<file path="config.mk">
export PLATFORM = sky130hd
export DESIGN_NAME = adc_req_ctrl
export DESIGN_NICKNAME = d
export VERILOG_FILES = /design/src/rtl/adc_trig_pkg.sv /design/src/rtl/adc_src_pick.sv /design/src/rtl/adc_chan_timer.sv /design/src/rtl/adc_req_flag.sv /design/src/rtl/adc_req_ctrl.sv
export SDC_FILE = /design/constraint.sdc
export NUM_CORES = 1
export LEC_CHECK = 0
export ABC_AREA = 1
export BUFFER_PORTS_ARGS = -buffer_cell sky130_fd_sc_hd__buf_2
export CAP_MARGIN = 30
export CORE_ASPECT_RATIO = 1.75
export CORE_UTILIZATION = 55
export CTS_BUF_LIST = sky130_fd_sc_hd__clkbuf_16
export CTS_CLUSTER_SIZE = 16
export DETAILED_ROUTE_END_ITERATION = 12
export PLACE_DENSITY = 0.82
export SLEW_MARGIN = 10
export SYNTH_ARGS = -nofsm -noshare
export SYNTH_HDL_FRONTEND = slang
export SYNTH_SLANG_ARGS = --single-unit
</file>
<file path="constraint.sdc">
create_clock -name clk -period 2.7 [get_ports clk]
set_input_delay 0.405 -clock clk [delete_from_list [all_inputs] [get_ports clk]]
set_output_delay 0.405 -clock clk [all_outputs]
set_load 0.02 [all_outputs]
</file>
<file path="src/rtl/adc_trig_pkg.sv">
package adc_trig_pkg;

  typedef enum logic [1:0] {
    GATE_BLOCK = 2'b00,
    GATE_OPEN  = 2'b01,
    GATE_HIGH  = 2'b10,
    GATE_LOW   = 2'b11
  } gate_mode_e;

  typedef enum logic [1:0] {
    EDGE_NONE = 2'b00,
    EDGE_RISE = 2'b01,
    EDGE_FALL = 2'b10,
    EDGE_ANY  = 2'b11
  } edge_mode_e;

  function automatic logic gate_open(gate_mode_e mode, logic line);
    case (mode)
      GATE_BLOCK: return 1'b0;
      GATE_OPEN:  return 1'b1;
      GATE_HIGH:  return line;
      default:    return ~line;
    endcase
  endfunction

  function automatic logic edge_seen(edge_mode_e mode, logic now_v, logic old_v);
    case (mode)
      EDGE_NONE: return 1'b0;
      EDGE_RISE: return now_v & ~old_v;
      EDGE_FALL: return ~now_v & old_v;
      default:   return now_v ^ old_v;
    endcase
  endfunction

endpackage

</file>
<file path="src/rtl/adc_src_pick.sv">
module adc_src_pick
  import adc_trig_pkg::*;
#(
  parameter int NSRC = 8,
  localparam int SELW = $clog2(NSRC)
) (
  input  logic [NSRC-1:0] trig_now_i,
  input  logic [NSRC-1:0] trig_old_i,
  input  logic [NSRC-1:0] gate_i,
  input  logic [SELW-1:0] trig_sel_i,
  input  logic [SELW-1:0] gate_sel_i,
  input  logic [1:0]      trig_mode_i,
  input  logic [1:0]      gate_mode_i,
  output logic            edge_o,
  output logic            open_o
);

  logic line_now;
  logic line_old;
  logic gate_line;

  always_comb begin
    line_now  = trig_now_i[trig_sel_i];
    line_old  = trig_old_i[trig_sel_i];
    gate_line = gate_i[gate_sel_i];
    edge_o    = edge_seen(edge_mode_e'(trig_mode_i), line_now, line_old);
    open_o    = gate_open(gate_mode_e'(gate_mode_i), gate_line);
  end

endmodule

</file>
<file path="src/rtl/adc_chan_timer.sv">
module adc_chan_timer #(
  parameter int TMRW = 10
) (
  input  logic            clk,
  input  logic            rst,
  input  logic            run_i,
  input  logic [TMRW-1:0] reload_i,
  output logic            tick_o
);

  logic [TMRW-1:0] count_q;
  logic            armed;
  logic            at_zero;

  assign armed   = (reload_i != '0);
  assign at_zero = (count_q == '0);
  assign tick_o  = run_i & armed & at_zero;

  always_ff @(posedge clk) begin
    if (rst) begin
      count_q <= '0;
    end else if (!armed) begin
      count_q <= '0;
    end else if (run_i) begin
      count_q <= at_zero ? reload_i : count_q - TMRW'(1);
    end
  end

endmodule

</file>
<file path="src/rtl/adc_req_flag.sv">
module adc_req_flag (
  input  logic clk,
  input  logic rst,
  input  logic fire_i,
  input  logic open_i,
  input  logic sw_set_i,
  input  logic drop_i,
  output logic flag_o
);

  logic set_evt;

  assign set_evt = (fire_i & open_i) | sw_set_i;

  always_ff @(posedge clk) begin
    if (rst) begin
      flag_o <= 1'b0;
    end else if (set_evt) begin
      flag_o <= 1'b1;
    end else if (drop_i) begin
      flag_o <= 1'b0;
    end
  end

endmodule

</file>
<file path="src/rtl/adc_req_ctrl.sv">
module adc_req_ctrl #(
  parameter  int NCH  = 4,
  parameter  int NSRC = 8,
  parameter  int TMRW = 10,
  localparam int SELW = $clog2(NSRC)
) (
  input  logic                clk,
  input  logic                rst,
  input  logic [NSRC-1:0]     trig_i,
  input  logic [NSRC-1:0]     gate_i,
  input  logic [NCH*SELW-1:0] trig_sel_i,
  input  logic [NCH*SELW-1:0] gate_sel_i,
  input  logic [NCH*2-1:0]    trig_mode_i,
  input  logic [NCH*2-1:0]    gate_mode_i,
  input  logic [NCH*TMRW-1:0] reload_i,
  input  logic [NCH-1:0]      sw_set_i,
  input  logic [NCH-1:0]      sw_clr_i,
  input  logic [NCH-1:0]      conv_start_i,
  output logic [NCH-1:0]      req_o,
  output logic [NCH-1:0]      nbr_o
);

  logic [NSRC-1:0] trig_q;
  logic [NCH-1:0]  local_fire;
  logic [NCH-1:0]  nbr_q;

  always_ff @(posedge clk) begin
    if (rst) begin
      trig_q <= '0;
      nbr_q  <= '0;
    end else begin
      trig_q <= trig_i;
      nbr_q  <= local_fire;
    end
  end

  assign nbr_o = nbr_q;

  for (genvar ch = 0; ch < NCH; ch++) begin : g_chan
    localparam int PREV = (ch + NCH - 1) % NCH;
    logic edge_hit;
    logic open;
    logic tick;
    logic fire;

    adc_src_pick #(.NSRC(NSRC)) u_pick (
      .trig_now_i  (trig_i),
      .trig_old_i  (trig_q),
      .gate_i      (gate_i),
      .trig_sel_i  (trig_sel_i[ch*SELW +: SELW]),
      .gate_sel_i  (gate_sel_i[ch*SELW +: SELW]),
      .trig_mode_i (trig_mode_i[ch*2 +: 2]),
      .gate_mode_i (gate_mode_i[ch*2 +: 2]),
      .edge_o      (edge_hit),
      .open_o      (open)
    );

    adc_chan_timer #(.TMRW(TMRW)) u_tmr (
      .clk      (clk),
      .rst      (rst),
      .run_i    (open),
      .reload_i (reload_i[ch*TMRW +: TMRW]),
      .tick_o   (tick)
    );

    assign local_fire[ch] = edge_hit | tick;
    assign fire           = local_fire[ch] | nbr_q[PREV];

    adc_req_flag u_flag (
      .clk      (clk),
      .rst      (rst),
      .fire_i   (fire),
      .open_i   (open),
      .sw_set_i (sw_set_i[ch]),
      .drop_i   (sw_clr_i[ch] | conv_start_i[ch]),
      .flag_o   (req_o[ch])
    );
  end

endmodule

</file>
# ---- After elaboration in Yosys (flattened, before gate mapping)
# Cells that the tools add are included.
dict set report word_totals {
  ff_bits 56
  input_bits 110
  out_inout_bits 8
  wordCells 162
}
dict set report classes {
  n_addsub 4
  n_lt_le_gt_ge 8
  eq_ne 16
  muxes 44
  n_bitwise 56
  n_reduce_logical 24
}
# cell n
set ops {}
lappend ops {{logical NOT 10 bit} 4}
lappend ops {{two-way mux 10 bit} 4}
lappend ops {{nonzero test 10 bit} 4}
lappend ops {{subtractor 10 x 1 -> 10 bit, second input constant} 4}
lappend ops {{binary-select mux 1 bit (select 3 bit)} 12}
lappend ops {{< comparator 3 x 4 -> 1 bit, second input constant} 8}
lappend ops {{case mux 1 bit (3 select lines)} 8}
lappend ops {{bitwise AND 1 bit} 20}
lappend ops {{two-way mux 1 bit} 20}
lappend ops {{equality test 2 x 1 -> 1 bit, second input constant} 8}
lappend ops {{equality test 2 bit, second input constant} 8}
lappend ops {{logical NOT 2 bit} 8}
lappend ops {{NOT 1 bit} 16}
lappend ops {{OR 1 bit} 16}
lappend ops {{nonzero test 2 bit} 4}
lappend ops {{OR reduction 2 bit} 4}
lappend ops {{XOR 1 bit} 4}

# ---- Depth between registers and ports, before layout
# Gate-level depths: netlist of the first run.
dict set report logic_depth {
  word_depth 11
  ltp_mapped 13
  depth_no_buf 13
}

# ---- Modules after synthesis
# From an unflattened synthesis of the first run, not the netlist that was laid out.
dict set report hier_totals {
  cells_unflattened 901
  hier_area_um2 5201.2
}
# mod instances cells_each area_each_um2 seq_area_each_um2
set modules_own_cells {}
lappend modules_own_cells {adc_chan_timer 4 128 785.8 200.2}
lappend modules_own_cells {{adc_src_pick (g_chan[0].u_pick ...)} 2 77 372.9 0.0}
lappend modules_own_cells {{adc_src_pick (g_chan[2].u_pick ...)} 2 77 360.3 0.0}
lappend modules_own_cells {adc_req_ctrl 1 49 396.6 240.2}
lappend modules_own_cells {adc_req_flag 4 8 48.8 20.0}

# ---- Least setup slack after synthesis of the first run
# OpenSTA, ideal clock, no wires.
dict set report synth_timing {
  path_type {input to register}
  from {input trig_sel_i[3]}
  to {register g_chan[1].u_flag.flag_o}
  arrival_time_ns 1.900
  setup_slack_ns 0.675
  path_stages 13
  path_buffers 1
  cell_sequence {clkbuf_1 a21oi_1 o21ai_0 nand2_1 inv_1 o21ai_0 inv_1 ha_1 nand2_1 o211ai_1 nand2_1 o31ai_1 a21oi_2}
}
dict set report synth_via {
  elab_chain_len 10
  elab_cells_between_ends 16
  cone_classes {mux (6); bitwise (9); reduce/logical (1)}
}
# item line
set synth_rtl {}
lappend synth_rtl {{start: declaration} adc_req_ctrl.sv:11} ;# input logic [NCH*SELW-1:0] trig_sel_i,
lappend synth_rtl {{binary-select mux 1 bit (select 3 bit) (on tied branches)} {adc_src_pick.sv:23, adc_src_pick.sv:24}}
lappend synth_rtl {{two-way mux 1 bit (on tied branches)} {adc_src_pick.sv:23, adc_src_pick.sv:24}}
lappend synth_rtl {{NOT 1 bit (on tied branches)} {adc_trig_pkg.sv:30, adc_trig_pkg.sv:29}}
lappend synth_rtl {{bitwise AND 1 bit (on tied branches)} {adc_trig_pkg.sv:30, adc_trig_pkg.sv:29}}
lappend synth_rtl {{case mux 1 bit (3 select lines) (*)} adc_trig_pkg.sv:27} ;# case (mode)
lappend synth_rtl {{OR 1 bit (*)} adc_req_ctrl.sv:66} ;# assign local_fire[ch] = edge_hit | tick;
lappend synth_rtl {{OR 1 bit (*)} adc_req_ctrl.sv:67} ;# assign fire = local_fire[ch] | nbr_q[PREV];
lappend synth_rtl {{bitwise AND 1 bit (*)} adc_req_flag.sv:13} ;# assign set_evt = (fire_i & open_i) | sw_set_i;
lappend synth_rtl {{OR 1 bit (*)} adc_req_flag.sv:13}
lappend synth_rtl {{two-way mux 1 bit / nonzero test 2 bit (equally long branches)} n/a}
lappend synth_rtl {{end signal: assignment} adc_req_flag.sv:17} ;# flag_o <= 1'b0;
lappend synth_rtl {{end signal: assignment} adc_req_flag.sv:19} ;# flag_o <= 1'b1;
lappend synth_rtl {{end signal: assignment} adc_req_flag.sv:21} ;# flag_o <= 1'b0;
lappend synth_rtl {{end: declaration} adc_req_flag.sv:8} ;# output logic flag_o
# Every way passes the cells marked *; elsewhere a longest branch is shown, timed or not. The select of a mux whose other input is x is not followed.
# A chain may end at the register's enable or synchronous reset.

# ---- Worst setup path after layout of the first run
dict set report layout_timing {
  from {input trig_sel_i[6]}
  to {register g_chan[2].u_flag.flag_o}
}
dict set report layout_via {
  elab_chain_len 10
  elab_cells_between_ends 16
  cone_classes {mux (6); bitwise (9); reduce/logical (1)}
}
# item line
set layout_rtl {}
lappend layout_rtl {{binary-select mux 1 bit (select 3 bit) (on tied branches)} {adc_src_pick.sv:23, adc_src_pick.sv:24}}
lappend layout_rtl {{two-way mux 1 bit (on tied branches)} {adc_src_pick.sv:23, adc_src_pick.sv:24}}
lappend layout_rtl {{NOT 1 bit (on tied branches)} {adc_trig_pkg.sv:30, adc_trig_pkg.sv:29}}
lappend layout_rtl {{bitwise AND 1 bit (on tied branches)} {adc_trig_pkg.sv:30, adc_trig_pkg.sv:29}}
lappend layout_rtl {{case mux 1 bit (3 select lines) (*)} adc_trig_pkg.sv:27}
lappend layout_rtl {{OR 1 bit (*)} adc_req_ctrl.sv:66}
lappend layout_rtl {{OR 1 bit (*)} adc_req_ctrl.sv:67}
lappend layout_rtl {{bitwise AND 1 bit (*)} adc_req_flag.sv:13}
lappend layout_rtl {{OR 1 bit (*)} adc_req_flag.sv:13}
lappend layout_rtl {{two-way mux 1 bit / nonzero test 2 bit (equally long branches)} n/a}
lappend layout_rtl {{end signal: assignment} adc_req_flag.sv:17}
lappend layout_rtl {{end signal: assignment} adc_req_flag.sv:19}
lappend layout_rtl {{end signal: assignment} adc_req_flag.sv:21}
lappend layout_rtl {{end: declaration} adc_req_flag.sv:8}
# Marks and branches as above.

==> results_dict.tcl, run 1 <==
set metrics [dict create \
    status "complete, no violations" \
    firstDrtPassIters 6 \
    cp-end-kind "register" \
    fin_hold_ws_ps 381 \
    routed_wl_um 12300 \
    yosysMostFrequentCell "nand2_1" \
    synth_fp_nets 903 \
    post_cts_resized 0 \
    fin_crit_sh_pct 73.7 \
    worst_slew_pin_slew_ps 655 \
    placed_cells 992 \
    min_path_type "input port to register" \
    slew_violations 0 \
    grt_max_degree 21 \
    ant_nets 0 \
    place_congestion 0.912 \
    path_class "input port to register" \
    synth_area_per_cell_um2 6.11 \
    cts-root-buf "clkbuf_16" \
    setup_violations 0 \
    synth_area_leaders "dfxtp_1 24%, nand2_1 12%, nor2_1 10%" \
    syn-instance-count 777 \
    drive_gt1_share_pct 21.1 \
    required_ps 2860 \
    ir_worst_vdd_mv 0.379 \
    avgViaCountPerCell 5.27 \
    wire_per_inst_um 12.3 \
    slew_headroom_pct 56.2 \
    timing.fmax_ghz 0.502 \
    powerDensity_nw_per_um2 569 \
    r2r-end "g_chan[3].u_flag.flag_o$_SDFFE_PP0P_" \
    p_leak_nw 2.86 \
    grt_pass1_vias 4945 \
    start_util_pct 57.1 \
    final_cells 1000 \
    finClkSkew_ps 7.07 \
    holdPathEnd "trig_q[0]$_SDFF_PP0_" \
    fin_util_pct 65.9 \
    clockBufferDepth 2 \
    clock_latency_ps 290 \
    syn_area_um2 4740 \
    tns_ps 0 \
    synth.top_cells.by_count "147 x nand2_1, 129 x nor2_1, 102 x inv_1" \
    nets 1010 \
    htree_levels 2 \
    synth_edf_count 0 \
    track_usage_pct 27.5 \
    fin_crit_ps 1990 \
    num_rows 44 \
    ys_ff_latch 56 \
    grt_pass1_wl_um 20300 \
    postCtsSetupBuffers 0 \
    reg2reg_slack_ps 810 \
    portBuffers 117 \
    drc_errors 0 \
    ios 118 \
    cts_made_buffers 5 \
    arrival_ps 2160 \
    antenna_found_initial 0 \
    die_w_um 72.2 \
    antenna_cells 0 \
    areaGrowthSynthToFinish_pct 15.5 \
    postCtsHoldBufs 0 \
    path_max_fanout 11 \
    design.die.area_um2 9020 \
    synth_top_area_share_pct 23.6 \
    synth-main-ff-cell "dfxtp_1" \
    num_vias 5271 \
    synth_top_area_cell "dfxtp_1" \
    min_path_cells 3 \
    grt_overflow 0 \
    min_from "trig_i[0]" \
    reg2reg_depth 12 \
    path_clk_slew_ps 70 \
    yosys_warnings 0 \
    synthArstFlopShare_pct 0 \
    timing_hold_violations_final 0 \
    core_um2 8310 \
    synth.distinct_cells 45 \
    drt_iter0_markers 242 \
    die_h_um 125 \
    hpwlAfterDp_um 9840 \
    ys_seq_area_share_pct 23.6 \
    cts_sinks 56 \
    rsz0062_at_grt "no" \
    startpoint_type "input port" \
    rr_startpoint "trig_q[1]$_SDFF_PP0_" \
    cap_violations 0 \
    tritoncts "built" \
]
## metrics by stage
stage	instance area, µm²	power (mW)	setup slack (ps)
global placement	5340	2.43	503
floorplan	4740	2.18	675
finish	5480	3.12	709
detailed placement	5340	2.48	418
global route	5480	3.37	465
CTS	5480	3.12	721
## worst max-delay path, stage by stage
cell and delay (ps):
buf_2 170, inv_1 120, a21oi_1 140, o21ai_0 80
nand2_1 60, inv_1 30, o21ai_0 230, inv_1 80
ha_1 280, nand2_1 50, o211ai_1 70, nand2_1 110
o31ai_2 260, a21oi_2 70
## worst max-delay path by stage
stage / start / end / cells past startpoint
5_1_grt: trig_sel_i[9] / g_chan[3].u_flag.flag_o$_SDFFE_PP0P_ / 14
4_1_cts: trig_sel_i[9] / g_chan[3].u_flag.flag_o$_SDFFE_PP0P_ / 14
3_5_place_dp: trig_sel_i[3] / g_chan[1].u_flag.flag_o$_SDFFE_PP0P_ / 14
2_1_floorplan: trig_sel_i[3] / g_chan[1].u_flag.flag_o$_SDFFE_PP0P_ / 13
3_3_place_gp: trig_sel_i[3] / g_chan[1].u_flag.flag_o$_SDFFE_PP0P_ / 14
6_report: trig_sel_i[6] / g_chan[2].u_flag.flag_o$_SDFFE_PP0P_ / 14
## layout by cell type, fill, tap and decap left out, drive strengths merged, types with 3 or more instances in the layout
cell type / count
a21boi: 3
a21oi: 52
a31oi: 5
buf: 117
clkbuf: 5
clkinv: 4
dfxtp: 56
ha: 16
inv: 116
nand2: 155
nand3: 47
nand3b: 8
nand4: 8
nor2: 138
nor3: 7
o211ai: 3
o21ai: 107
o31ai: 5
or2: 11
xnor2: 6
xor2: 10
## cell families (layout without fill, tap and decap cells)
| logic type | Yosys count | in the layout | synth area share (%) |
|---|---|---|---|
| adders and majority gates | 16 | 16 | 4.22 |
| and+or+nand+nor | 374 | 374 | 35.5 |
| xor gates and xnor gates | 16 | 16 | 2.95 |
| buffers and inverters | 134 | 242 | 12.1 |
| muxes | 4 | 4 | 0.897 |
| AOI/OAI and AO/OA | 177 | 177 | 20.7 |
| DFF | 56 | 56 | 23.6 |
## registers in the layout (all words and copies together), names as in the netlist
| signal | cells |
|---|---|
| g_chan.u_flag.flag_o | 4 |
| nbr_o | 4 |
| g_chan.u_tmr.count_q | 40 |
| trig_q | 8 |
## final cells by class
class                   count  area (µm²)
flip-flops and latches     56        1120
repair buffers            117         586
inverters                 117         440
clock buffers               5         125
well taps                 115         144
fillers                   799        2830
multi-input cells         587        3050
clock inverters             3        13.8
## power by group
group / leakage [nW] / internal, mW / switching (mW)
sequential: 0.465 / 0.949 / 0.122
combinational: 2.33 / 0.553 / 0.855
clock: 0.0710 / 0.338 / 0.300
total: 2.86 / 1.84 / 1.28
## per-layer routing
layer | global-route usage, % | vias up | part of all wire, %
met2 | 52.9 | 150 | 54
met5 | 0 | - | 0
met4 | 11.0 | 0 | 2.4
met1 | 28.3 | 2380 | 39
met3 | 4.21 | 30 | 4.5
li1 | - | 2711 | -
No activity file was read; power rests on OpenSTA's default activity.
==> run 2, diff against run 1 <==
--- a/config.mk
+++ b/config.mk
@@ -9,11 +9,11 @@
 export BUFFER_PORTS_ARGS = -buffer_cell sky130_fd_sc_hd__buf_2
 export CAP_MARGIN = 30
 export CORE_ASPECT_RATIO = 1.75
-export CORE_UTILIZATION = 55
+export CORE_UTILIZATION = 49
 export CTS_BUF_LIST = sky130_fd_sc_hd__clkbuf_16
 export CTS_CLUSTER_SIZE = 16
 export DETAILED_ROUTE_END_ITERATION = 12
-export PLACE_DENSITY = 0.82
+export PLACE_DENSITY = 0.77
 export SLEW_MARGIN = 10
 export SYNTH_ARGS = -nofsm -noshare
 export SYNTH_HDL_FRONTEND = slang
==> constraint.sdc (replaced) <==
create_clock -name clk -period 1.8 [get_ports clk]
set_input_delay 0.27 -clock clk [delete_from_list [all_inputs] [get_ports clk]]
set_output_delay 0.27 -clock clk [all_outputs]
set_load 0.02 [all_outputs]
==> run 2 against run 1 <==
  * Largest power group unchanged
  * Non-clock buffer count rose by 30
  * Via count up 1.1%
  * Sequential power is 50% higher
  * Clock power is 53% higher
  * Utilization down 4.0 points
  * Critical path depth shrank 2
  * Combinational power up 61%
  * Total power up 56%
  * Setup slack worse by 660 ps
  * Largest cell class unchanged
  * Worst hold slack worse by 170 ps
  * Cell area rose by 6.3%
  * Clock skew is 1.1 ps lower
==> results_dict.tcl, run 2 (synthesis gave the netlist of run 1 again) <==
set metrics [dict create \
    status "complete, no violations" \
    start_util_pct 50.4 \
    dp_worst_setup_slack_ps -232 \
    power_frac_clock_pct 20.1 \
    path_clk_slew_ps 80 \
    drive_gt1_share_pct 27.1 \
    hpwlAfterDp_um 9930 \
    required_ps 1990 \
    final_cells 1037 \
    tns_ps 0 \
    post_dp_cell_area_um2 5570 \
    setup_violations 0 \
    portBuffers 117 \
    arrival_ps 1940 \
    p_int_mw 2.87 \
    clock_latency_ps 300 \
    firstDrtPassIters 5 \
    cp-end-kind "register" \
    htree_levels 2 \
    wire_per_inst_um 12.0 \
    clockBufferDepth 2 \
    grt_overflow 0 \
    fin_ws_ps 50.9 \
    path_class "register to register" \
    most-common-layout-cells "146 x nand2_1, 129 x nor2_1, 117 x buf_2" \
    areaGrowthSynthToFinish_pct 22.8 \
    ir_worst_vdd_mv 0.510 \
    largest-register "g_chan.u_tmr.count_q" \
    finClkSkew_ps 5.93 \
    fin_util_pct 61.9 \
    drt_iter0_markers 219 \
    cts-root-buf "clkbuf_16" \
    powerDensity_nw_per_um2 833 \
    num_vias 5330 \
    startpoint_type "register" \
    cap_violations 0 \
    die_w_um 76.4 \
    cts_made_buffers 5 \
    tritoncts "built" \
    antenna_found_initial 0 \
    ios 118 \
    power.switching_mw 1.98 \
    final_common_cell "nand2_1" \
    combPwrFrac_pct 46.8 \
    fin_hold_ws_ps 208 \
    drc_errors 0 \
    p_leak_nw 3.02 \
    die_h_um 132 \
    largest_reg_flops 40 \
    design.die.area_um2 10100 \
    power_mw 4.85 \
    avgViaCountPerCell 5.14 \
    p_seq_share_pct 33.1 \
    fin_crit_ps 1750 \
    antenna_cells 0 \
    path_max_fanout 4 \
    fin_crit_sh_pct 97.2 \
    core_um2 9410 \
    cts_sinks 56 \
    place_congestion 0.875 \
    min_path_type "input port to register" \
    timing.fmax_ghz 0.572 \
    reg_top3 "g_chan.u_tmr.count_q: 40 flops, trig_q: 8 flops" \
    fillCellCount 966 \
    num_rows 47 \
    slew_headroom_pct 79.7 \
    postLayoutCellArea_um2 5820 \
    switching_share_pct 40.9 \
    worst_slew_pin_slew_ps 304 \
    postCtsHoldBufs 0 \
    timing_hold_violations_final 0 \
    rsz0062_at_grt "yes" \
    ant_nets 0 \
    track_usage_pct 25.1 \
    grt_pass1_wl_um 20900 \
    slew_violations 0 \
    grt_pass1_vias 5003 \
    placed_cells 1026 \
    grt_max_degree 20 \
    routed_wl_um 12400 \
    nets 1040 \
]
## run 2: timing repair
item / in CTS / in global routing
buffers inserted: 0 / 3
pin swaps: 0 / 20
gates resized for setup: 5 / 43
setup endpoints to repair: 6 / 8
hold endpoints to repair: 0 / 0
## run 2: metal layers
| layer | part of all wire (%) | track usage, % | vias to the layer above | routed length (µm) |
|---|---|---|---|---|
| met2 | 55 | 50.8 | 132 | 6830 |
| met4 | 2.4 | 8.55 | 0 | 292 |
| li1 | - | - | 2779 | - |
| met1 | 39 | 25.8 | 2397 | 4840 |
| met5 | 0 | 0 | - | 0 |
| met3 | 3.5 | 2.70 | 22 | 437 |
## run 2: power groups by stage
stage | sequential [mW] | combinational (mW) | clock [mW]
6_report | 1.60 | 2.27 | 0.977
5_1_grt | 1.63 | 2.58 | 1.04
4_1_cts | 1.60 | 2.22 | 0.994
3_5_place_dp | 1.62 | 2.21 | 0
3_3_place_gp | 1.62 | 2.17 | 0
2_1_floorplan | 1.59 | 1.69 | 0
## run 2: layout make-up
type	count	area, µm²	area share (%)
Sequential cell	56	1130	19.4
Clock inverter	3	13.8	0.236
Tap cell	122	153	2.62
Clock buffer	5	125	2.15
Inverter	117	445	7.65
Timing Repair Buffer	147	823	14.1
Multi-Input combinational cell	587	3140	53.9
## run 2: critical path, cell delays in order, from the launching register on
cell	delay, ps
dfxtp_2	330
inv_4	70
a21oi_2	50
o21ai_0	60
o21ai_0	100
inv_1	80
o21ai_2	70
ha_1	290
a21oi_2	50
o21ai_1	60
nand2_1	100
o31ai_2	290
a21oi_2	80
## run 2: worst paths after layout
| path | slack [ps] | to | startpoint | cells after the start |
|---|---|---|---|---|
| max | 50 | g_chan[3].u_flag.flag_o$_SDFFE_PP0P_ | trig_q[5]$_SDFF_PP0_ | 12 |
| min | 210 | trig_q[7]$_SDFF_PP0_ | trig_i[7] | 3 |
| max reg2reg | 50 | g_chan[3].u_flag.flag_o$_SDFFE_PP0P_ | trig_q[5]$_SDFF_PP0_ | 12 |
| min reg2reg | 480 | g_chan[0].u_tmr.count_q[6]$_SDFFE_PP0P_ | g_chan[0].u_tmr.count_q[6]$_SDFFE_PP0P_ | 2 |
